===== src/rtl/sc_pkg.sv =====
package sc_pkg;
   typedef enum logic [2:0] {
      ST_SLEEP = 3'd0,
      ST_IDLE  = 3'd1,
      ST_RECV  = 3'd2,
      ST_BUSY  = 3'd3,
      ST_PAUSE = 3'd4
   } sc_state_e;

   typedef enum logic [1:0] {
      RK_NONE   = 2'd0,
      RK_SYNC   = 2'd1,
      RK_ERROR  = 2'd2,
      RK_RESULT = 2'd3
   } sc_rkind_e;

   localparam logic [7:0] SC_SYNC_CODE   = 8'h11;
   localparam logic [7:0] SC_RESULT_CODE = 8'h00;
endpackage


===== src/rtl/sc_wdog.sv =====
module sc_wdog #(
   parameter int unsigned CYC = 4096
) (
   input  logic clk,
   input  logic rst_n,
   input  logic start,
   input  logic run,
   output logic expire
);
   localparam int unsigned CW = $clog2(CYC + 1);
   localparam logic [CW-1:0] LAST = CW'(CYC - 1);

   if (CYC < 2) begin : g_bad_cyc
      $error("sc_wdog: CYC must be at least 2");
   end

   logic [CW-1:0] cnt_q;

   assign expire = run && (cnt_q == LAST);

   always_ff @(posedge clk or negedge rst_n) begin
      if (!rst_n)              cnt_q <= '0;
      else if (start)          cnt_q <= '0;
      else if (run && !expire) cnt_q <= cnt_q + 1'b1;
   end

   assert_cnt_bound_R5: assert property (@(posedge clk) disable iff (!rst_n)
      cnt_q <= LAST);

   assert_expire_sleep_R5: assert property (@(posedge clk) disable iff (!rst_n)
      expire |=> !run);
endmodule


===== src/rtl/sc_addr_match.sv =====
module sc_addr_match #(
   parameter int unsigned ID_W          = 4,
   parameter bit          ADDR_OPTIONAL = 1'b1
) (
   input  logic            have_addr,
   input  logic [ID_W-1:0] addr,
   input  logic [ID_W-1:0] fuse,
   output logic            hit
);
   if (ID_W < 1 || ID_W > 8) begin : g_bad_w
      $error("sc_addr_match: ID_W must be 1..8");
   end

   if (ADDR_OPTIONAL) begin : g_opt
      assign hit = !have_addr || (addr == fuse);
   end else begin : g_req
      assign hit = have_addr && (addr == fuse);
   end
endmodule


===== src/rtl/sc_resp_unit.sv =====
module sc_resp_unit
   import sc_pkg::*;
#(
   parameter logic [7:0] ERR_CODE = 8'h03
) (
   input  logic       clk,
   input  logic       rst_n,
   input  logic       arm,
   input  logic       drop,
   input  logic       mark_err,
   input  logic       mark_res,
   input  logic       xmit_ok,
   output logic       req_o,
   output logic [1:0] kind_o,
   output logic [7:0] code_o
);
   logic      sync_q, err_q, res_q;
   logic      req_q;
   sc_rkind_e kind_q;
   logic [7:0] code_q;

   always_ff @(posedge clk or negedge rst_n) begin
      if (!rst_n) begin
         sync_q <= 1'b0;
         err_q  <= 1'b0;
         res_q  <= 1'b0;
         req_q  <= 1'b0;
         kind_q <= RK_NONE;
         code_q <= '0;
      end else begin
         req_q  <= 1'b0;
         kind_q <= RK_NONE;
         code_q <= '0;
         if (arm) begin
            sync_q <= 1'b1;
            err_q  <= 1'b0;
            res_q  <= 1'b0;
         end else begin
            if (drop) begin
               err_q <= 1'b0;
               res_q <= 1'b0;
            end
            if (mark_err) err_q <= 1'b1;
            if (mark_res) res_q <= 1'b1;
            if (xmit_ok) begin
               if (sync_q) begin
                  req_q  <= 1'b1;
                  kind_q <= RK_SYNC;
                  code_q <= SC_SYNC_CODE;
                  sync_q <= 1'b0;
               end else if (err_q) begin
                  req_q  <= 1'b1;
                  kind_q <= RK_ERROR;
                  code_q <= ERR_CODE;
               end else if (res_q) begin
                  req_q  <= 1'b1;
                  kind_q <= RK_RESULT;
                  code_q <= SC_RESULT_CODE;
               end
            end
         end
      end
   end

   assign req_o  = req_q;
   assign kind_o = kind_q;
   assign code_o = code_q;

   assert_sync_first_R3: assert property (@(posedge clk) disable iff (!rst_n)
      (sync_q && xmit_ok && !arm) |=> (req_o && code_o == SC_SYNC_CODE));

   assert_quiet_R6: assert property (@(posedge clk) disable iff (!rst_n)
      !xmit_ok |=> !req_o);
endmodule


===== src/rtl/sc_session_ctrl.sv =====
module sc_session_ctrl
   import sc_pkg::*;
#(
   parameter int unsigned WDOG_CYC      = 4096,
   parameter int unsigned ID_W          = 4,
   parameter logic [7:0]  OPC_PAUSE     = 8'h01,
   parameter logic [7:0]  ERR_FMT       = 8'h03,
   parameter bit          ADDR_OPTIONAL = 1'b1
) (
   input  logic            clk,
   input  logic            rst_n,
   input  logic            wake_tok,
   input  logic            sleep_flg,
   input  logic            idle_flg,
   input  logic            cmd_flg,
   input  logic            xmit_flg,
   input  logic            byte_vld,
   input  logic [7:0]      byte_dat,
   input  logic            byte_end,
   input  logic            parse_err,
   input  logic            exec_done,
   input  logic [ID_W-1:0] fuse_id,
   output logic [2:0]      state_o,
   output logic            eng_rst_o,
   output logic            resp_req_o,
   output logic [1:0]      resp_kind_o,
   output logic [7:0]      resp_code_o
);
   localparam int unsigned NB_W = 2;

   if (ERR_FMT == SC_SYNC_CODE) begin : g_bad_err
      $error("sc_session_ctrl: ERR_FMT must differ from the sync code");
   end

   sc_state_e       state_q, state_d;
   logic [NB_W-1:0] nb_q;
   logic [7:0]      op_q;
   logic [ID_W-1:0] addr_q;
   logic            eng_rst_q;

   logic awake, wd_exp, go_sleep;
   logic arm, drop, mk_err, mk_res, xok;
   logic end_blk, have_addr, addr_hit;
   logic [7:0]      end_op;
   logic [ID_W-1:0] end_addr;

   assign awake     = (state_q != ST_SLEEP);
   assign end_op    = (nb_q == '0) ? byte_dat : op_q;
   assign have_addr = (nb_q != '0);
   assign end_addr  = (nb_q == NB_W'(1)) ? byte_dat[ID_W-1:0] : addr_q;
   assign end_blk   = (state_q == ST_RECV) && byte_vld && byte_end &&
                      !wd_exp && !sleep_flg && !idle_flg;

   sc_wdog #(.CYC(WDOG_CYC)) wdog_i (
      .clk    (clk),
      .rst_n  (rst_n),
      .start  (arm),
      .run    (awake),
      .expire (wd_exp)
   );

   sc_addr_match #(.ID_W(ID_W), .ADDR_OPTIONAL(ADDR_OPTIONAL)) match_i (
      .have_addr (have_addr),
      .addr      (end_addr),
      .fuse      (fuse_id),
      .hit       (addr_hit)
   );

   always_comb begin
      state_d  = state_q;
      go_sleep = 1'b0;
      arm      = 1'b0;
      drop     = 1'b0;
      mk_err   = 1'b0;
      mk_res   = 1'b0;
      xok      = 1'b0;
      if (state_q == ST_SLEEP) begin
         if (wake_tok) begin
            state_d = ST_IDLE;
            arm     = 1'b1;
         end
      end else if (wd_exp) begin
         state_d  = ST_SLEEP;
         go_sleep = 1'b1;
      end else begin
         case (state_q)
            ST_IDLE: begin
               if (sleep_flg) begin
                  state_d  = ST_SLEEP;
                  go_sleep = 1'b1;
               end else if (cmd_flg) begin
                  state_d = ST_RECV;
                  drop    = 1'b1;
               end else if (xmit_flg) begin
                  xok = 1'b1;
               end
            end
            ST_RECV: begin
               if (sleep_flg) begin
                  state_d  = ST_SLEEP;
                  go_sleep = 1'b1;
               end else if (idle_flg) begin
                  state_d = ST_IDLE;
               end else if (end_blk) begin
                  if (parse_err) begin
                     state_d = ST_IDLE;
                     mk_err  = 1'b1;
                  end else if (end_op == OPC_PAUSE) begin
                     state_d = addr_hit ? ST_PAUSE : ST_IDLE;
                  end else begin
                     state_d = ST_BUSY;
                  end
               end
            end
            ST_BUSY: begin
               if (sleep_flg) begin
                  state_d  = ST_SLEEP;
                  go_sleep = 1'b1;
               end else if (exec_done) begin
                  state_d = ST_IDLE;
                  mk_res  = 1'b1;
               end
            end
            default: ;
         endcase
      end
   end

   always_ff @(posedge clk or negedge rst_n) begin
      if (!rst_n) begin
         state_q   <= ST_SLEEP;
         eng_rst_q <= 1'b0;
      end else begin
         state_q   <= state_d;
         eng_rst_q <= go_sleep;
      end
   end

   always_ff @(posedge clk or negedge rst_n) begin
      if (!rst_n) begin
         nb_q   <= '0;
         op_q   <= '0;
         addr_q <= '0;
      end else if (state_q != ST_RECV) begin
         nb_q <= '0;
      end else if (byte_vld && !byte_end) begin
         if (nb_q == '0)       op_q   <= byte_dat;
         if (nb_q == NB_W'(1)) addr_q <= byte_dat[ID_W-1:0];
         if (nb_q != NB_W'(2)) nb_q   <= nb_q + 1'b1;
      end
   end

   sc_resp_unit #(.ERR_CODE(ERR_FMT)) resp_i (
      .clk      (clk),
      .rst_n    (rst_n),
      .arm      (arm),
      .drop     (drop),
      .mark_err (mk_err),
      .mark_res (mk_res),
      .xmit_ok  (xok),
      .req_o    (resp_req_o),
      .kind_o   (resp_kind_o),
      .code_o   (resp_code_o)
   );

   assign state_o   = state_q;
   assign eng_rst_o = eng_rst_q;

   assert_sleep_quiet_R2: assert property (@(posedge clk) disable iff (!rst_n)
      (state_q == ST_SLEEP && !wake_tok) |=> (state_q == ST_SLEEP && !resp_req_o));

   assert_wake_R2: assert property (@(posedge clk) disable iff (!rst_n)
      (state_q == ST_SLEEP && wake_tok) |=> state_q == ST_IDLE);

   assert_sleep_flag_R4: assert property (@(posedge clk) disable iff (!rst_n)
      (sleep_flg && (state_q == ST_IDLE || state_q == ST_RECV || state_q == ST_BUSY))
      |=> (state_q == ST_SLEEP && eng_rst_o));

   assert_rst_pulse_R4: assert property (@(posedge clk) disable iff (!rst_n)
      eng_rst_o |=> !eng_rst_o);

   assert_busy_deaf_R7: assert property (@(posedge clk) disable iff (!rst_n)
      state_q == ST_BUSY |=> !resp_req_o);

   assert_perr_R6: assert property (@(posedge clk) disable iff (!rst_n)
      (end_blk && parse_err) |=> state_q == ST_IDLE);

   assert_pause_hold_R11: assert property (@(posedge clk) disable iff (!rst_n)
      (state_q == ST_PAUSE && !wd_exp) |=> state_q == ST_PAUSE);

   assert_pause_exit_R11: assert property (@(posedge clk) disable iff (!rst_n)
      (state_q == ST_PAUSE && wd_exp) |=> (state_q == ST_SLEEP && eng_rst_o));
endmodule


===== config.mk =====
export PLATFORM = sky130hd
export DESIGN_NAME = sc_session_ctrl
export DESIGN_NICKNAME = d
export VERILOG_FILES = /design/src/rtl/sc_pkg.sv /design/src/rtl/sc_wdog.sv /design/src/rtl/sc_addr_match.sv /design/src/rtl/sc_resp_unit.sv /design/src/rtl/sc_session_ctrl.sv
export SDC_FILE = /design/constraint.sdc
export NUM_CORES = 1
export LEC_CHECK = 0
export ABC_AREA = 1
export ABC_CLOCK_PERIOD_IN_PS = 1800
export CAP_MARGIN = 25
export CELL_PAD_IN_SITES_DETAIL_PLACEMENT = 0
export CELL_PAD_IN_SITES_GLOBAL_PLACEMENT = 1
export CORE_MARGIN = 1.5
export CORE_UTILIZATION = 39
export DETAILED_ROUTE_END_ITERATION = 6
export PLACE_DENSITY = 0.88
export SLEW_MARGIN = 20
export SYNTH_ARGS = -nofsm -noshare
export SYNTH_HDL_FRONTEND = slang
export SYNTH_SLANG_ARGS = --single-unit

===== constraint.sdc =====
create_clock -name clk -period 1.8 [get_ports clk]
set_clock_uncertainty 0.05 [all_clocks]
set_input_delay 0.36 -clock clk [delete_from_list [all_inputs] [get_ports clk]]
set_output_delay 0.36 -clock clk [all_outputs]
set_load 0.02 [all_outputs]

* After elaboration in Yosys (flattened, before gate mapping)
Cells that the tools add are included.
** Storage, ports and cells
- Register bits :: 45
- Output and inout bits :: 15
- Input bits :: 23
- Word-level logic and storage cells :: 128
** Operators by class
- Multiplexer cells :: 71
- Add/subtract/negate cells :: 2
- Equality and inequality tests :: 13
- Reductions and logical operators :: 29
- Bitwise logic cells :: 1
** Operators by type and width (count)
- 2-to-1 mux 1 bit :: 41
- 2-to-1 mux 3 bit :: 13
- 2-to-1 mux 8 bit :: 4
- 2-to-1 mux 13 bit :: 2
- 2-to-1 mux 2 bit :: 9
- adder 13 x 1 -> 13 bit (second input constant) :: 1
- equality test 13 x 12 -> 1 bit (second input constant) :: 1
- inequality test 5 x 4 -> 1 bit (second input constant) :: 2
- nonzero test 2 bit :: 5
- case mux 3 bit (3 select lines) :: 1
- nonzero test 3 bit :: 3
- equality test 8 x 1 -> 1 bit (second input constant) :: 1
- logical AND 1 bit :: 8
- equality test 3 x 2 -> 1 bit (second input constant) :: 2
- inequality test 6 x 4 -> 1 bit (second input constant) :: 1
- zero test 1 bit :: 5
- AND reduction 5 bit :: 1
- nonzero test 5 bit :: 1
- equality test 4 bit :: 1
- 2-to-1 mux 4 bit :: 1
- inequality test 2 bit (second input constant) :: 2
- AND reduction 2 bit :: 2
- equality test 3 x 1 -> 1 bit (second input constant) :: 1
- zero test 3 bit :: 1
- 7 further kinds :: 7

* Longest topological paths before layout
- Word-level depth :: 14
- Mapped depth :: 14
- Gate-level depth less buffers :: 14

* Modules after synthesis
From an unflattened synthesis, not the netlist that was laid out.
** Unflattened totals
- Cells, all modules :: 361
- Area total of the unflattened synthesis :: 2486.1 um^2
** Modules (own cells, without submodules)
- sc_session_ctrl :: seq. area each 450.4 um^2, cells an instance 178, area an instance 1189.9 um^2, instances 1
- sc_wdog :: seq. area each 325.3 um^2, cells an instance 123, area an instance 849.6 um^2, instances 1
- sc_resp_unit :: seq. area each 225.2 um^2, cells an instance 36, area an instance 356.6 um^2, instances 1
- sc_addr_match :: seq. area each 0.0 um^2, cells an instance 24, area an instance 90.1 um^2, instances 1

* Least setup slack after synthesis
No wires, ideal clock.
- Path kind :: register to register
- Start :: register nb_q[0]
- End :: register state_q[0] (netlist: state_o[0])
- Arrival time :: 1.509 ns
- Stages on the path, launching flop included :: 12
- Data required time :: 1.626 ns
- Clock period less this slack :: 1.683 ns
- Path buffers :: 1
- Library setup time :: 0.124 ns
- Path slack :: 0.117 ns
- Cells stage by stage :: dfrtp_1 > inv_1 > ha_1 > buf_4 > o21ai_0 > nand2_1 > nor2_1 > nand2_1 > nor2_2 > nand3_1 > nand2_1 > a21oi_2
** Between the ends
- Longest elaborated chain between the ends :: 13
- Elaborated cells on any way between the ends :: 18
- Classes of those cells :: eq/ne: 3; mux: 11; reduce/logical: 4
** Ends and longest elaborated chain
- start: declaration :: RTL line sc_session_ctrl.sv:36 : logic [NB_W-1:0] nb_q;
- start signal: assignment :: RTL line sc_session_ctrl.sv:149 : if (nb_q != NB_W'(2)) nb_q <= nb_q + 1'b1;
- equality test 2 x 1 -> 1 bit :: RTL line sc_session_ctrl.sv:50 : assign end_addr = (nb_q == NB_W'(1)) ? byte_dat[ID_W-1:0] : addr_q;
- 2-to-1 mux 4 bit
- equality test 4 bit :: RTL line sc_addr_match.sv:15 : assign hit = !have_addr || (addr == fuse);
- logical OR 1 bit :: RTL line sc_addr_match.sv:15
- 2-to-1 mux 3 bit :: RTL line sc_session_ctrl.sv:109 : state_d = addr_hit ? ST_PAUSE : ST_IDLE;
- 2-to-1 mux 3 bit * :: RTL line sc_session_ctrl.sv:108 : end else if (end_op == OPC_PAUSE) begin
- 2-to-1 mux 3 bit * :: RTL line sc_session_ctrl.sv:105 : if (parse_err) begin
- 2-to-1 mux 3 bit * :: RTL line sc_session_ctrl.sv:104 : end else if (end_blk) begin
- 2-to-1 mux 3 bit * :: RTL line sc_session_ctrl.sv:102 : end else if (idle_flg) begin
- 2-to-1 mux 3 bit * :: RTL line sc_session_ctrl.sv:99 : if (sleep_flg) begin
- case mux 3 bit (3 select lines) * :: RTL line sc_session_ctrl.sv:86 : case (state_q)
- 2-to-1 mux 3 bit * :: RTL line sc_session_ctrl.sv:82 : end else if (wd_exp) begin
- 2-to-1 mux 3 bit * :: RTL line sc_session_ctrl.sv:77 : if (state_q == ST_SLEEP) begin
- end signal: assignment :: RTL line sc_session_ctrl.sv:134 : state_q <= state_d;
- end: declaration :: RTL line sc_session_ctrl.sv:35 : sc_state_e state_q, state_d;
Every way passes the cells marked *; elsewhere a longest branch is shown, timed or not. The select of a mux whose other input is x is not followed.
A chain may end at the register's enable or synchronous reset.

* Worst setup path in the final report
- Start :: register state_q[1] (netlist: state_o[1])
- End :: output state_o[1]
** RTL lines
- end: declaration :: RTL line sc_session_ctrl.sv:23 : output logic [2:0] state_o,
No word-level cell between the ends.

==> flow_metrics.tcl <==
set metrics [dict create \
    status "complete, no violations" \
    synthDistinctLibCells 33 \
    max_stage_delay_ns 0.62 \
    num_vias 2143 \
    crit_required_ns 1.39 \
    r2r_slack_ns 0.09 \
    dp_slack_ns -0.107 \
    floorplan.initialDensity_pct 40.0 \
    clkLatencyLatePin_ns 0.30 \
    dpl.hpwl_um 3830 \
    arrival_ns 1.33 \
    cpLargestDelayFamily "buffers and inverters" \
    routedWlPerCell_um 11.8 \
    hold_viol 0 \
    antennaDiodeCount 0 \
    seq_area_frac_synth_pct 42.6 \
    worst_slew_pin_slew_ns 0.506 \
    core_um2 5890 \
    synth_flop_cell "dfrtp_1" \
    rsz0062_at_grt "true" \
    synth.area.top_cells "dfrtp_1 43%, nand2_1 13%, inv_1 7.0%" \
    drtPass1Iterations 4 \
    grt_pass1_wl_um 8710 \
    finalMaxSlewViolations 0 \
    design_power_total_mw 1.63 \
    peakVddDrop_mv 0.265 \
    area_growth_pct 30.2 \
    maxCapViolCount 0 \
    hold_buffers 0 \
    end_kind "primary output" \
    clk_pin_slew_ns 0.08 \
    synth_top_area_cell "dfrtp_1" \
    layout.nets 392 \
    seq_power_share_pct 55.1 \
    intPower_mw 1.23 \
    yosys_warnings 0 \
    ys_ff_latch 40 \
    grt_pass1_vias 2023 \
    clkPwrFrac_pct 36.9 \
    crit_type "reg -> out" \
    htree_levels 2 \
    placed_cell_area_um2 2810 \
    dieHeight_um 80.7 \
    dp.cells 426 \
    syn_area_per_cell_um2 7.56 \
    synth_most_common_cell "nand2_1" \
    finalSetupViolCount 0 \
    cts_sinks 40 \
    p_per_area_nw_per_um2 534 \
    cts_buffer_depth 2 \
    cts_made_buffers 5 \
    globalplace.congestion 0.816 \
    switching_share_pct 24.6 \
    antenna_found_initial 0 \
    grtUsageTotal_pct 17.4 \
    synth_top_area_share_pct 42.6 \
    cts_root_buffer "clkbuf_8" \
    ys_top_cells_by_count "82 x nand2_1, 44 x inv_1, 40 x dfrtp_1, 27 x nor2_1, 27 x o21ai_0" \
    synthArstFlopShare_pct 100 \
    critPathLaunchType "flop" \
    num_rows 28 \
    cts_tree "done" \
    totalWireLength_um 5210 \
    cp_cell_sequence "clkdlybuf4s50_1" \
    synth_edf_count 0 \
    drcViolationCount 0 \
    dieArea_um2 6510 \
    worstPathMaxFanout 4 \
    synth_area_um2 2350 \
    grt_max_degree 41 \
    drt_iter0_drc 71 \
    worstHoldPathType "in -> async" \
    fin_ws_ns 0.0592 \
    io_buffers 32 \
    io_pins 38 \
    cellLeakagePower_nw 1.48 \
    p_sw_uw 402 \
    final_cells 441 \
    max_freq_mhz 574 \
    worst_path_max_delay_cell "clkdlybuf4s50_1" \
    grt-ovfl-total 0 \
    post-route-cell-area_um2 3060 \
    drive_above_1_share_pct 19.7 \
    period_share_pct 96.7 \
    maxSlewHeadroom_pct 66.3 \
    drtAntennaViolNets 0 \
    viasPerCell 4.86 \
    syn_inst 311 \
    period_minus_slack_ns 1.74 \
    p_comb_share_pct 8.0 \
    critPathBufInv 1 \
    die_w_um 80.7 \
]
state kept, by name (all words and copies together), names as in the netlist, 2 cells and up:
register and flops:
wdog_i.cnt_q 13, state_o 3, op_q 8, resp_i.code_o 3, resp_i.kind_o 2, nb_q 2
addr_q 4
cell usage in the layout (no fill, tap or decap), types with 2 or more instances in the layout:
cell type        instances
o21ai_0                 19
clkbuf_8                 5
nor2_2                   4
a31oi_1                  5
ha_4                     3
inv_4                    2
a21oi_2                  4
clkinv_2                 2
nand3_1                 21
nor3_4                   2
o21ai_2                  8
nor2_1                  27
nor2_4                   2
conb_1                   5
clkdlybuf4s50_1         30
nand4_1                  5
nand3b_1                 2
buf_4                   17
nand2_1                 77
nor3_1                   6
o21ai_1                  2
dfrtp_1                 40
a21oi_1                  8
nand2_4                  2
nand3_4                  3
inv_2                    5
nand2_2                  6
inv_1                   40
final cells by class:
type,count,area (µm²)
fillers,587,2820
repair buffers,52,488
clock inverters,3,18.8
multi-input cells,219,1210
inverters,47,181
clock buffers,5,68.8
well taps,75,93.8
flip-flops and latches,40,1000
per-layer routing:
metal / share of wire [%] / track usage [%] / up-vias
met1: 48 / 24.0 / 1003
li1: - / - / 1092
met5: 0 / 0 / -
met2: 47 / 26.3 / 40
met4: 1.2 / 6.21 / 0
met3: 3.8 / 4.20 / 8
worst register-to-register path, cell delays in order (launching register included):
cell and delay, ns:
dfrtp_1 0.37, inv_2 0.07, ha_4 0.18, buf_8 0.15, o21ai_2 0.16, nand2_1 0.07, nor2_1 0.11, nand2_1 0.09
nor2_2 0.13, nand4_1 0.11, o21ai_1 0.15
logic make-up (layout without fill, tap and decap cells):
kind of cell	after synthesis	count (layout)	synth area share, %
other	1	5	0.159
XOR/XNOR	1	1	0.372
buffers and inverters	56	107	10.4
flip-flops	40	40	42.6
adder cells (fa/ha/maj)	4	4	2.13
AO/OA/AOI/OAI	49	49	11.8
AND/OR/NAND/NOR	160	160	32.6
power by group through the flow:
stage	combinational, mW	sequential [mW]	clock (mW)
6_report	0.131	0.901	0.603
5_1_grt	0.149	0.901	0.663
4_1_cts	0.126	0.901	0.617
3_5_place_dp	0.125	0.919	0
3_3_place_gp	0.125	0.919	0
2_1_floorplan	0.0475	0.921	0
per-stage QoR:
stage	hold WS (ns)	utilization (%)	setup TNS, ns
2_1_floorplan	0.0144	-	0
3_3_place_gp	0.402	47.7	-0.300
3_5_place_dp	0.399	47.7	-0.240
4_1_cts	0.0768	49.2	0
5_1_grt	0.108	52.0	-0.0821
6_report	0.0649	52.0	0
timing repair:
| item | in CTS | in global routing |
|---|---|---|
| endpoints found under the setup margin | 4 | 16 |
| pin swaps | 0 | 12 |
| setup buffers | 0 | 7 |
| resized for setup | 3 | 37 |
final timing paths:
| check | from | endpoint | depth (start not counted) |
|---|---|---|---|
| setup / recovery | state_o[1] | state_o[1] | 1 |
| hold / removal | rst_n | addr_q[0] | 2 |
| setup reg to reg | nb_q[1] | state_o[2] | 10 |
| hold reg to reg | resp_i.sync_q | resp_i.code_o[1] | 1 |
| max in group asynchronous | rst_n | state_o[0] | 2 |
| min in group clk | resp_i.sync_q | resp_i.code_o[1] | 1 |
No activity file was read; power rests on OpenSTA's default activity.
